**src/rtl/lp_state_ctrl.sv**
```systemverilog
module lp_state_ctrl #(
  parameter int CW = 8
) (
  input  logic          clk,
  input  logic          rst_n,
  input  logic          cmd_attn,
  input  logic          cmd_relax,
  input  logic          cmd_nap,
  input  logic          cmd_pdn,
  input  logic          wbuf_retired,
  input  logic          banks_precharged,
  input  logic          selfref_nap_en,
  input  logic          pkt_seen,
  input  logic          exit_strobe,
  input  logic          viol_clr,
  input  logic [CW-1:0] quiet_len,
  input  logic [CW-1:0] reentry_len,
  input  logic [CW-1:0] reexit_len,
  input  logic [CW-1:0] nap_lat,
  input  logic [CW-1:0] pdn_lat,
  output logic [1:0]    state,
  output logic          violation,
  output logic          entering,
  output logic          drive_restore
);
  localparam logic [1:0] S_ACT = 2'd0, S_STBY = 2'd1, S_NAP = 2'd2, S_PDN = 2'd3;
  localparam logic [CW-1:0] ZERO = '0;

  logic [1:0]    resume_q;
  logic [CW-1:0] quiet_cnt, reentry_cnt, reexit_cnt, ent_cnt;

  wire low_pwr   = state[1];
  wire want_in   = cmd_nap | cmd_pdn;
  wire go_entry  = !low_pwr && want_in && (reentry_cnt == ZERO);
  wire go_exit   = low_pwr && exit_strobe && (reexit_cnt == ZERO);
  wire pre_ok    = wbuf_retired && (banks_precharged || (!cmd_pdn && !selfref_nap_en));
  wire viol_set  = (pkt_seen && quiet_cnt != ZERO) || (go_entry && !pre_ok);

  assign entering = (ent_cnt != ZERO);

  always_ff @(posedge clk) begin
    if (!rst_n) begin
      state         <= S_STBY;
      resume_q      <= S_STBY;
      quiet_cnt     <= '0;
      reentry_cnt   <= '0;
      reexit_cnt    <= '0;
      ent_cnt       <= '0;
      violation     <= 1'b0;
      drive_restore <= 1'b0;
    end else begin
      if (quiet_cnt   != ZERO) quiet_cnt   <= quiet_cnt - 1'b1;
      if (reentry_cnt != ZERO) reentry_cnt <= reentry_cnt - 1'b1;
      if (reexit_cnt  != ZERO) reexit_cnt  <= reexit_cnt - 1'b1;
      if (ent_cnt     != ZERO) ent_cnt     <= ent_cnt - 1'b1;
      drive_restore <= 1'b0;

      if (viol_set)      violation <= 1'b1;
      else if (viol_clr) violation <= 1'b0;

      if (go_exit) begin
        state         <= resume_q;
        reentry_cnt   <= reentry_len;
        ent_cnt       <= '0;
        drive_restore <= (state == S_PDN);
      end else if (go_entry) begin
        state      <= cmd_pdn ? S_PDN : S_NAP;
        resume_q   <= (state == S_ACT && !cmd_relax) ? S_ACT : S_STBY;
        quiet_cnt  <= quiet_len;
        ent_cnt    <= cmd_pdn ? pdn_lat : nap_lat;
        reexit_cnt <= cmd_pdn ? ZERO : reexit_len;
      end else if (!low_pwr && !want_in) begin
        if (cmd_attn && state == S_STBY)       state <= S_ACT;
        else if (cmd_relax && state == S_ACT)  state <= S_STBY;
      end
    end
  end


  nap_no_pdn_chk: assert property (@(posedge clk) disable iff (!rst_n)
    (state == S_NAP) |=> (state != S_PDN));

  pdn_no_nap_chk: assert property (@(posedge clk) disable iff (!rst_n)
    (state == S_PDN) |=> (state != S_NAP));

  reentry_lock_chk: assert property (@(posedge clk) disable iff (!rst_n)
    (!low_pwr && reentry_cnt != ZERO) |=> !low_pwr);

  reexit_lock_chk: assert property (@(posedge clk) disable iff (!rst_n)
    (state == S_NAP && reexit_cnt != ZERO) |=> (state == S_NAP));

  entering_low_chk: assert property (@(posedge clk) disable iff (!rst_n)
    entering |-> low_pwr);

  restore_src_chk: assert property (@(posedge clk) disable iff (!rst_n)
    drive_restore |-> ($past(state) == S_PDN && !low_pwr));

  viol_sticky_chk: assert property (@(posedge clk) disable iff (!rst_n)
    (violation && !viol_clr) |=> violation);
endmodule

```
**config.mk**
```make
export PLATFORM = sky130hd
export DESIGN_NAME = lp_state_ctrl
export DESIGN_NICKNAME = d
export VERILOG_FILES = /design/src/rtl/lp_state_ctrl.sv
export SDC_FILE = /design/constraint.sdc
export NUM_CORES = 1
export LEC_CHECK = 0
export BUFFER_PORTS_ARGS = -buffer_cell sky130_fd_sc_hd__clkbuf_2
export CORE_MARGIN = 3
export CORE_UTILIZATION = 56
export CTS_CLUSTER_SIZE = 30
export DETAILED_ROUTE_END_ITERATION = 10
export PLACE_DENSITY = 0.84
export RECOVER_POWER = 25
export SLEW_MARGIN = 25
export SYNTH_ARGS = -nofsm -noshare
export SYNTH_HDL_FRONTEND = slang
export SYNTH_SLANG_ARGS = --single-unit
export TNS_END_PERCENT = 100
```
**constraint.sdc**
```tcl
create_clock -name clk -period 3.3 [get_ports clk]
set_input_delay 0.495 -clock clk [delete_from_list [all_inputs] [get_ports clk]]
set_output_delay 0.495 -clock clk [all_outputs]
set_load 0.03 [all_outputs]
```
# Word-level counts from Yosys, hierarchy flattened
# Index checks and enable logic that the tools add are counted.
dict set report totals {
  inputBits 52
  elab_cells 74
  regBits 38
  output_inout_bits 5
}
dict set report op_classes {
  n_addsub 4
  n_reduce_logical 36
  muxes 21
  bitwise 3
  n_eq_ne 2
}
# op n
set ops {}
lappend ops {{$mux W8} 12}
lappend ops {{$reduce_bool A8 Y1} 4}
lappend ops {{$sub A8 B1 Y8 const B} 4}
lappend ops {{$logic_not A8 Y1} 2}
lappend ops {{$logic_and A1 B1 Y1} 12}
lappend ops {{$mux W2} 5}
lappend ops {{$logic_not A1 Y1} 6}
lappend ops {{$reduce_and A2 Y1} 3}
lappend ops {{$reduce_bool A2 Y1} 3}
lappend ops {{$mux W1} 4}
lappend ops {{$reduce_bool A4 Y1} 1}
lappend ops {{$reduce_bool A3 Y1} 1}
lappend ops {{$eq A2 B1 Y1 const B} 1}
lappend ops {{$eq A2 B2 Y1 const B} 1}
lappend ops {{$logic_not A2 Y1} 1}
lappend ops {{$logic_or A1 B1 Y1} 2}
lappend ops {{$not A1 Y1} 2}
lappend ops {{$reduce_or A2 Y1} 1}
lappend ops {{$or A1 B1 Y1} 1}

# Longest topological paths before layout
# Gate-level depths: netlist of the first run.
dict set report depth {
  ltp_word 8
  mapped_depth 9
  ltp_nobuf 6
}

# Least setup slack after synthesis of the first run
# Ideal clock, no wire load.
dict set report synth_timing {
  path_type {flip-flop to flip-flop}
  from {register reentry_cnt[0]}
  to {register resume_q[0]}
  setup_slack_ns 1.149
  arrival_time_ns 2.014
  t_required_ns 3.162
  path_stages_with_launch 10
  setup_time_ns 0.138
  n_path_buf 3
  synth_period_minus_slack_ns 2.151
  cell_sequence {dfxtp_1 inv_1 ha_1 or3b_1 clkbuf_1 or4_1 buf_2 buf_6 nor4_1 o21ai_0}
}
dict set report synth_between {
  elab_chain_len 3
}
# item line
set synth_rtl {}
lappend synth_rtl {{start, declared} 30} ;# logic [CW-1:0] quiet_cnt, reentry_cnt, reexit_cnt, ent_cnt;
lappend synth_rtl {{start signal, assigned} 53} ;# if (reentry_cnt != ZERO) reentry_cnt <= reentry_cnt - 1'b1;
lappend synth_rtl {{start signal, assigned} 63} ;# reentry_cnt <= reentry_len;
lappend synth_rtl {{$logic_not A8 Y1} 34} ;# wire go_entry = !low_pwr && want_in && (reentry_cnt == ZERO);
lappend synth_rtl {{$logic_and A1 B1 Y1} 34}
lappend synth_rtl {{$reduce_and A2 Y1 (no source line)} -}
lappend synth_rtl {{end signal, assigned} 68} ;# resume_q <= (state == S_ACT && !cmd_relax) ? S_ACT : S_STBY;
lappend synth_rtl {{end, declared} 29} ;# logic [1:0] resume_q;
# No other way between the ends.
# A chain may end at the register's enable or synchronous reset.

# Worst setup path after layout of the first run
dict set report layout_timing {
  from {register reentry_cnt[0]}
  to {register ent_cnt[0]}
}
dict set report layout_between {
  elab_chain_len 3
  word_cells_on_any_way 4
  classes_between {1 x mux; 3 x reduce/logical}
}
# item line
set layout_rtl {}
lappend layout_rtl {{$logic_not A8 Y1 *} 34}
lappend layout_rtl {{$logic_and A1 B1 Y1 *} 34}
lappend layout_rtl {{$mux W8 or $reduce_bool A2 Y1 (tied branches)} -}
lappend layout_rtl {{end signal, assigned} 55} ;# if (ent_cnt != ZERO) ent_cnt <= ent_cnt - 1'b1;
lappend layout_rtl {{end signal, assigned} 70} ;# ent_cnt <= cmd_pdn ? pdn_lat : nap_lat;
lappend layout_rtl {{end, declared} 30}
# Mark *: on every way between the ends. The rest lies on a longest branch, timed or not.

==> results of run 1 <==
-- cell families after synthesis --
group	synth area share, %
mux	7.24
xor+xnor	4.12
simple gates	27.8
buf+inv	4.76
fa+ha+maj	3.53
flops	34.8
compound gates	17.8
-- metrics by stage --
| step | cell area, µm² | utilization, % |
|---|---|---|
| final | 2520 | 72.0 |
| after global routing | 2520 | 72.0 |
| after CTS | 2530 | 72.3 |
| after detailed placement | 2420 | 69.4 |
| after global placement | 2420 | 69.4 |
| after floorplan | 2130 | - |
-- worst register-to-register path, delay by kind of cell, from the launching register on --
kind            cells  cell delay, ns
simple gates        2            1.43
compound gates      2            0.48
flops               1            0.34
fa+ha+maj           1            0.20
buf+inv             1            0.06
-- power by group through the flow --
stage / Sequential, µW / Clock (µW) / Combinational [µW]
after floorplan: 806 / 0 / 1110
after global placement: 812 / 0 / 1330
after detailed placement: 822 / 0 / 1370
after CTS: 815 / 354 / 1390
after global routing: 843 / 374 / 1580
final: 820 / 350 / 1380
-- state kept, by name, summed over array words and instances (netlist names) --
name	cells
reentry_cnt	8
drive_restore	1
state	2
violation	1
resume_q	1
quiet_cnt	8
ent_cnt	8
reexit_cnt	8
-- final cells by class --
cell class	instances	share of cell area, %
repair buffers	58	11.4
well taps	46	2.29
multi-input cells	194	51.4
flip-flops and latches	37	29.4
clock inverters	1	0.199
clock buffers	7	3.83
inverters	10	1.49
-- worst max-delay path by stage --
stage,from,to,slack (ns),cells past startpoint
6_report,reentry_cnt[0]$_SDFFE_PN0P_,ent_cnt[0]$_SDFFE_PP0P_,0.62,6
5_1_grt,ent_cnt[1]$_SDFFE_PP0P_,entering,0.35,5
4_1_cts,reentry_cnt[0]$_SDFFE_PN0P_,ent_cnt[6]$_SDFFE_PP0P_,0.62,6
3_5_place_dp,reentry_cnt[0]$_SDFFE_PN0P_,ent_cnt[6]$_SDFFE_PP0P_,0.65,6
3_3_place_gp,reentry_cnt[0]$_SDFFE_PN0P_,ent_cnt[0]$_SDFFE_PP0P_,0.79,6
2_1_floorplan,reentry_cnt[0]$_SDFFE_PN0P_,resume_q[0]$_SDFFE_PN1P_,1.15,9
-- cells in the final DEF, fill, tap and decap left out, types with 7 or more instances in the layout --
cell type / Yosys / layout
clkbuf_2: 0 / 52
dfxtp_1: 37 / 37
nand2_1: 20 / 20
o21ai_0: 20 / 20
nor2_1: 17 / 17
a211oi_1: 13 / 13
mux2i_1: 12 / 12
inv_1: 10 / 10
nand3_1: 10 / 10
a21oi_1: 9 / 9
nor2b_1: 8 / 8
nor3_1: 7 / 7
nor4_1: 7 / 7
clkbuf_8: 0 / 7
-- routing by layer --
layer	GRT usage (%)	wire length [µm]	up-vias
li1	-	-	1046
met1	27.4	2230	950
met2	42.0	2390	53
met3	6.49	300	5
met4	6.33	44	0
met5	0	0	-
==> run summary, run 1 <==
The starting DRC count in detailed routing came out at 150. The post-detailed-placement half-perimeter wirelength came out at 3460 µm. The overall power consumption is 2550 µW. The horizontal die dimension is 67.6 µm. The post-synthesis sequential element count is 37. The async set-reset flop share out of synthesis came out at 0%.

Across the routed clock network, the largest skew measured is 0.00908 ns. The clock tree synthesis step divided the H-tree into 2 levels. Summing all multi-input logic gate instances after layout gives 1290 µm².

The area of the core is 3490 µm². By area the synthesized netlist is led by dfxtp_1, mux2i_1, o21ai_0. The all-layer global routing usage is 23.6%.

The critical register-to-register path endpoint is ent_cnt[0]$_SDFFE_PP0P_. The number of synthesized flops with an enable pin came out at 0. In this run, flip-flops and latches consume 32.1% of the power.

The share of power burned in the clock network is 13.7%. The wire length reported by the detailed router is 4970 µm. The total number of clock tree sinks came out at 37.

The critical path is of the reg2reg type. The number of vias in the routed layout came out at 2054. The synthesized net count came out at 313. The worst setup path is captured at a flip-flop.

The worst setup slack after layout came out at 0.621 ns. The largest net degree at the start of global routing came out at 35. The number of placed instances with taps included came out at 345. The sequential element share of the synthesized area came out at 34.8%. The origin of the critical flop-to-flop path is reentry_cnt[0]$_SDFFE_PN0P_. The tree is rooted in a clkbuf_8. The instance count of the mapped netlist came out at 255. On the critical path the largest part of the delay comes from simple AND/OR/NAND/NOR gates. The count of unresolved DRC violations after routing is 0. Internal power comes to 1440 µW. The count of input and output buffers is 56. The number of endpoints with negative hold slack in the final report is 0. Based on the critical path, the design can be clocked at up to 0.373 GHz. The portion of total power attributed to combinational logic came out at 54.1%. The worst max-slew margin expressed relative to the limit came out at 39.0%. The transition time of the tightest slew-check pin is 0.902 ns. Counting instances in the post-synthesis netlist gives the leading cell types as dfxtp_1, nand2_1, o21ai_0, nor2_1, a211oi_1. The data arrival time of the worst path came out at 2.81 ns. Setup total negative slack on the finished layout was measured at 0 ns. Global routing finished with a remaining overflow of 0. The number of I/O pins came out at 57. In the final routed layout, each cell accounts on average for 14.1 µm. Among all stages on the critical path, the largest delay is contributed by or4_1. The mean area per synthesized cell is 8.34 µm². The number of warning messages in the yosys log is 0.

The class of the worst hold path is in2reg. The area taken by flip-flops and latches came out at 741 µm². In the final layout, the share of cells above drive strength 1 is 22.8%. The initial cell density of the core came out at 60.9%.

The first-pass GRT wire length is 8280 µm. The count of nets after finishing is 364. TritonCTS built the clock tree. The tool flagged a number of max-cap violations equal to 0. The power density relative to cell area came out at 1010 nW/µm². The path with the worst hold slack has its endpoint at quiet_cnt[1]$_SDFF_PN0_.

The count of buffers added by post-CTS timing repair for setup is 0. The setup-violating endpoint count in the final report is 0. The total standard cell area after synthesis is 2130 µm². Timing analysis after detailed placement gives a worst setup slack of 0.651 ns.

The flow ran to the end, and the final reports show no timing, DRC or antenna violations. The number of clock buffers inserted by TritonCTS is 5. The net switching power figure is 1110 µW. The last weighted congestion value of the routability-driven placer came out at 0.821. Setup repair after global routing left no endpoint under its margin. The ratio of routed vias to standard cells came out at 5.82. The latest clock arrival within the worst-skew pair is 0.29 ns. STA classifies the critical path startpoint as a flip-flop. The total of hold buffers inserted after clock tree synthesis is 0. The most numerous cell type found on the critical path is a211oi_1. dfxtp_1 is the most common cell in the netlist. The number of antenna violations at the first check in global routing came out at 0. The number of different library cells used by synthesis comes to 45. The number of search-and-repair iterations in the first detailed-routing pass came out at 4. The static leakage is 0.00109 µW. From synthesis to final layout, the design area changed by 18.4%. Along the worst hold path, the cell count comes to 3. Hold is met by 0.425 ns.

dfxtp_1 takes more of the synthesized area than any other cell. The setup slack of the worst register-to-register path is 0.62 ns. Of all nets on the critical path, the largest fanout is 25. The count of buffer and inverter cells on the critical path came out at 1. The delay of the slowest cell on the worst path is 0.94 ns. In this run the most critical hold path is launched from quiet_len[1].

The clock passes through at most 2 buffers. The layout has 298 filler cells. The area fraction of the dominant cell type after synthesis came out at 34.8%. The remaining antenna violation count is 0. The total inserted antenna cells is 0. The post-route minimum period came out at 2.68 ns.

The net switching share of the total power came out at 43.7%. For the worst flop-to-flop path, the logic depth is 6. The placement row count is 21. The peak supply drop is 535 µV.

The area of the die came out at 4570 µm². The most used flip-flop cell after synthesis is dfxtp_1. Traced cell by cell, the critical path runs through inv_1, ha_1, or3b_1, or4_1, a211oi_1, a211oi_1. After clock tree synthesis, the clock-pin slew on the worst setup and hold paths is 0.08 ns. The final-report max-slew violation count was 0. The part of the cycle the worst path needs is 81.2%. The number of standard cells in the final layout excluding fillers came out at 353.

Post-CTS repair changed the size of 0 cells. Data on the critical path is required at its endpoint by 3.43 ns. The die is 67.6 µm tall.

The number of global-route vias before repair is 1916.
(Power assumes the default switching activity.)
==> run 2: changes to the inputs <==
--- a/config.mk
+++ b/config.mk
@@ -5,12 +5,13 @@
 export SDC_FILE = /design/constraint.sdc
 export NUM_CORES = 1
 export LEC_CHECK = 0
+export ABC_AREA = 1
 export BUFFER_PORTS_ARGS = -buffer_cell sky130_fd_sc_hd__clkbuf_2
 export CORE_MARGIN = 3
-export CORE_UTILIZATION = 56
+export CORE_UTILIZATION = 48
 export CTS_CLUSTER_SIZE = 30
 export DETAILED_ROUTE_END_ITERATION = 10
-export PLACE_DENSITY = 0.84
+export PLACE_DENSITY = 0.76
 export RECOVER_POWER = 25
 export SLEW_MARGIN = 25
 export SYNTH_ARGS = -nofsm -noshare
==> constraint.sdc (replaced) <==
create_clock -name clk -period 2.3 [get_ports clk]
set_input_delay 0.345 -clock clk [delete_from_list [all_inputs] [get_ports clk]]
set_output_delay 0.345 -clock clk [all_outputs]
set_load 0.03 [all_outputs]
==> run 2 against run 1 <==
Net effect:
- routed wire length grew 13%
- sequential cell count stayed put
- maximum frequency is 39% higher
- clock skew fell by 0.0037 ns
- non-clock buffer count up 1
- power increased by 51%
- die area increased by 26%
- count of clock-buffer cells in the layout rose by 1
- utilization shrank 12 points
- register-to-register slack worse by 0.25 ns
- hold slack lost 0.14 ns
- sequential share of layout area shrank 2.3 points
- critical endpoint is now ent_cnt[6]$_SDFFE_PP0P_
- largest power group unchanged
- highest routed layer unchanged
==> run summary, run 2 <==
Run status: finished clean (unchanged). The largest net degree at the start of global routing is 25 (was 35). The overall power consumption is 3850 µW (was 2550 µW). The final-report max-slew violation count is 0 (unchanged).

The number of distinct library cells after synthesis came to 29 (was 45). The count of buffers added by post-CTS timing repair for setup came to 0 (unchanged). The synthesized net count is 422 (was 313). The setup-violating endpoint count in the final report came out at 0 (unchanged). The number of endpoints with negative hold slack in the final report came out at 0 (unchanged). The area of the die is 5750 µm² (was 4570 µm²). The power density relative to cell area is 1410 nW/µm² (was 1010 nW/µm²). The data arrival time of the worst path is 2.12 ns (was 2.81 ns).

The internal power summed over all cells came out at 1970 µW (was 1440 µW). The maximum clock insertion buffer count is 2 (unchanged). The remaining antenna violation count came out at 0 (unchanged).

The latest clock arrival within the worst-skew pair is 0.29 ns (about the same). The total negative slack for setup checks came out at 0 ns (unchanged). The worst setup path category is reg2reg (unchanged). The number of search-and-repair iterations in the first detailed-routing pass came to 4 (unchanged). The async set-reset flop share out of synthesis is 0% (unchanged). The wire length reported by the detailed router came out at 5630 µm (was 4970 µm). The max-capacitance violation count came to 0 (unchanged).

The count of nets after finishing is 477 (was 364). The TritonCTS clock tree was done (unchanged). The post-synthesis to final-layout area growth is 16.5% (was 18.4%). The net switching power figure is 1880 µW (was 1110 µW). The post-detailed-placement half-perimeter wirelength is 4370 µm (was 3460 µm). The starting DRC count in detailed routing came out at 102 (was 150). The sequential element share of the synthesized area is 31.6% (was 34.8%). The most frequent standard cell in the layout excluding fill and tap cells is nand2_1 (was clkbuf_2). Unrepaired setup endpoints after global routing: false (unchanged). The category of the worst setup path capture point is a flip-flop (unchanged). The worst max-slew margin expressed relative to the limit is 53.7% (was 39.0%). The instance count of the mapped netlist is 364 (was 255). The sequential cell fraction of total power came out at 27.8% (was 32.1%). The first-pass GRT wire length came out at 9350 µm (was 8280 µm). The number of I/O pins is 57 (unchanged). The number of vias in the routed layout came to 2381 (was 2054). The class of the worst hold path is in2reg (unchanged). The total congestion overflow is 0 (unchanged). The transition time of the tightest slew-check pin came out at 0.694 ns (was 0.902 ns). The number of synthesized flops with an enable pin came out at 0 (unchanged). The library cell occupying the most area in the post-synthesis netlist is dfxtp_1 (unchanged).

The data required time at the worst endpoint is 2.49 ns (was 3.43 ns). The post-route minimum period is 1.93 ns (was 2.68 ns). The highest attainable clock frequency came to 0.518 GHz (was 0.373 GHz). The ratio of routed vias to standard cells came out at 4.91 (was 5.82). Highest-count cells in the layout ignoring fill and taps: nand2_1, clkbuf_2, nand3_1 (was clkbuf_2, dfxtp_1, nand2_1, o21ai_0, nor2_1). The number of clock buffers inserted by TritonCTS came out at 5 (unchanged). Synth area leaders: dfxtp_1, nand2_1, nand3_1 (was dfxtp_1, mux2i_1, o21ai_0). The worst-case setup slack after placement is 0.482 ns (was 0.651 ns). The total standard cell area after synthesis is 2340 µm² (was 2130 µm²). The horizontal die dimension is 75.9 µm (was 67.6 µm).

The area of the core came out at 4530 µm² (was 3490 µm²). The dominant synthesized flop cell is dfxtp_1 (unchanged). The total number of clock tree sinks came out at 37 (unchanged). The count of input and output buffers came to 56 (unchanged).

The last weighted congestion value of the routability-driven placer came to 0.893 (was 0.821). The net switching share of the total power came out at 48.7% (was 43.7%). The maximum clock skew at final layout came out at 0.00543 ns (was 0.00908 ns).

The share of power burned in the clock network is 11.6% (was 13.7%). The clock-pin slew on the worst setup and hold paths was 0.07 ns (was 0.08 ns). The final design area excluding fillers came to 2730 µm² (was 2520 µm²). The mean area per synthesized cell is 6.43 µm² (was 8.34 µm²).

The portion of total power attributed to combinational logic came out at 60.6% (was 54.1%). The peak fanout along the critical path is 24 (was 25). The part of the cycle the worst path needs is 84.0% (was 81.2%). The number of global-route vias before repair came out at 2174 (was 1916). The worst setup slack after layout is 0.369 ns (was 0.621 ns). The nature of the critical path startpoint is a flip-flop (unchanged). The static leakage is 0.00138 µW (was 0.00109 µW). The all-layer global routing usage came out at 21.1% (was 23.6%). The post-route core utilization came out at 60.2% (was 72.0%). The die outline height came to 75.9 µm (was 67.6 µm).

The initial cell density of the core is 51.7% (was 60.9%). The total inserted antenna cells came to 0 (unchanged). The fraction of layout cells with a size suffix above 1 came out at 17.4% (was 22.8%). The area fraction of the dominant cell type after synthesis is 31.6% (was 34.8%). The average wire per cell in the routed design came out at 11.6 µm (was 14.1 µm). The clock tree root driver cell is clkbuf_8 (unchanged). The count of unresolved DRC violations after routing is 0 (unchanged). The peak supply drop is 682 µV (was 535 µV).

The number of antenna violations at the first check in global routing is 0 (unchanged). The post-cts sizing count is 0 (unchanged). Leading cell types by count after synthesis: nand2_1, nand3_1, inv_1, nor2_1, dfxtp_1 (was dfxtp_1, nand2_1, o21ai_0, nor2_1, a211oi_1). The total of hold buffers inserted after clock tree synthesis was 0 (unchanged).

The maximum level of the CTS H-tree came out at 2 (unchanged). The most frequent cell after synthesis is nand2_1 (was dfxtp_1). The post-place instance area came to 2660 µm² (was 2420 µm²). The post-synthesis sequential element count came to 37 (unchanged). The placement row count is 24 (was 21). The number of warning messages in the yosys log came to 0 (unchanged).
## run 2: cell count changes in the layout (fill, tap and decap cells not counted), sizes merged, moves of 6 or more
cell and delta:
a211oi -13, a21oi +19, inv +31, mux2i -12
nand2 +84, nand3 +33, nand4b -6, nor2 +28
nor2b -8, nor4 -8, o21ai -6, or4 -6
xor2 +8
## run 2: cells by family (layout without fill, tap and decap cells)
| family | count (synthesis) | in the layout | synth area share (%) |
|---|---|---|---|
| AOI/OAI and AO/OA | 45 | 45 | 10.0 |
| xor gates and xnor gates | 15 | 15 | 5.61 |
| adders and majority gates | 6 | 6 | 3.21 |
| buffers and inverters | 53 | 109 | 9.67 |
| DFF | 37 | 37 | 31.6 |
| and+or+nand+nor | 208 | 208 | 39.9 |
## run 2: worst paths after layout
kind | to | start | depth (start not counted) | slack, ns
worst max-delay path | ent_cnt[6]$_SDFFE_PP0P_ | reentry_cnt[0]$_SDFFE_PN0P_ | 9 | 0.37
worst min-delay path | reexit_cnt[4]$_SDFF_PN0_ | reexit_len[4] | 3 | 0.28
worst max register to register | ent_cnt[6]$_SDFFE_PP0P_ | reentry_cnt[0]$_SDFFE_PN0P_ | 9 | 0.37
worst min register to register | resume_q[0]$_SDFFE_PN1P_ | resume_q[0]$_SDFFE_PN1P_ | 2 | 0.48
## run 2: final cells by class
| class | count | area, µm² |
|---|---|---|
| well taps | 65 | 81.3 |
| inverters | 42 | 158 |
| repair buffers | 59 | 298 |
| flip-flops and latches | 37 | 741 |
| multi-input cells | 274 | 1370 |
| clock buffers | 8 | 80.1 |
| fillers | 431 | 1810 |
## run 2: metrics by stage
step	std cells	hold slack [ns]
3_3_place_gp	477	0.464
3_5_place_dp	477	0.467
6_report	485	0.281
2_1_floorplan	364	0.447
4_1_cts	485	0.282
5_1_grt	485	0.287
## run 2: critical path: stages (launching register included)
cell and delay, ns:
dfxtp_1 0.33, inv_1 0.07, ha_1 0.22, nand2_1 0.14, nor2_4 0.25, nand2_2 0.33
nand2_2 0.24, nand2_1 0.08, a21oi_1 0.12, nor2_1 0.05
## run 2: power groups by stage
stage,Clock (µW),Sequential [µW],Combinational [µW]
floorplan,0,1090,1890
global placement,0,1080,2300
detailed placement,0,1080,2340
CTS,448,1070,2350
global route,474,1100,2680
finish,445,1070,2330
## run 2: metal layers
layer  part of all wire, %  track usage, %  routed length [µm]  vias to the layer above
met1                    47            28.6                2630                     1027
met5                     0               0                   0                        -
met4                   1.8            8.16                 102                        0
met2                    45            33.1                2540                       72
met3                   6.4            4.22                 361                       11
li1                      -               -                   -                     1271
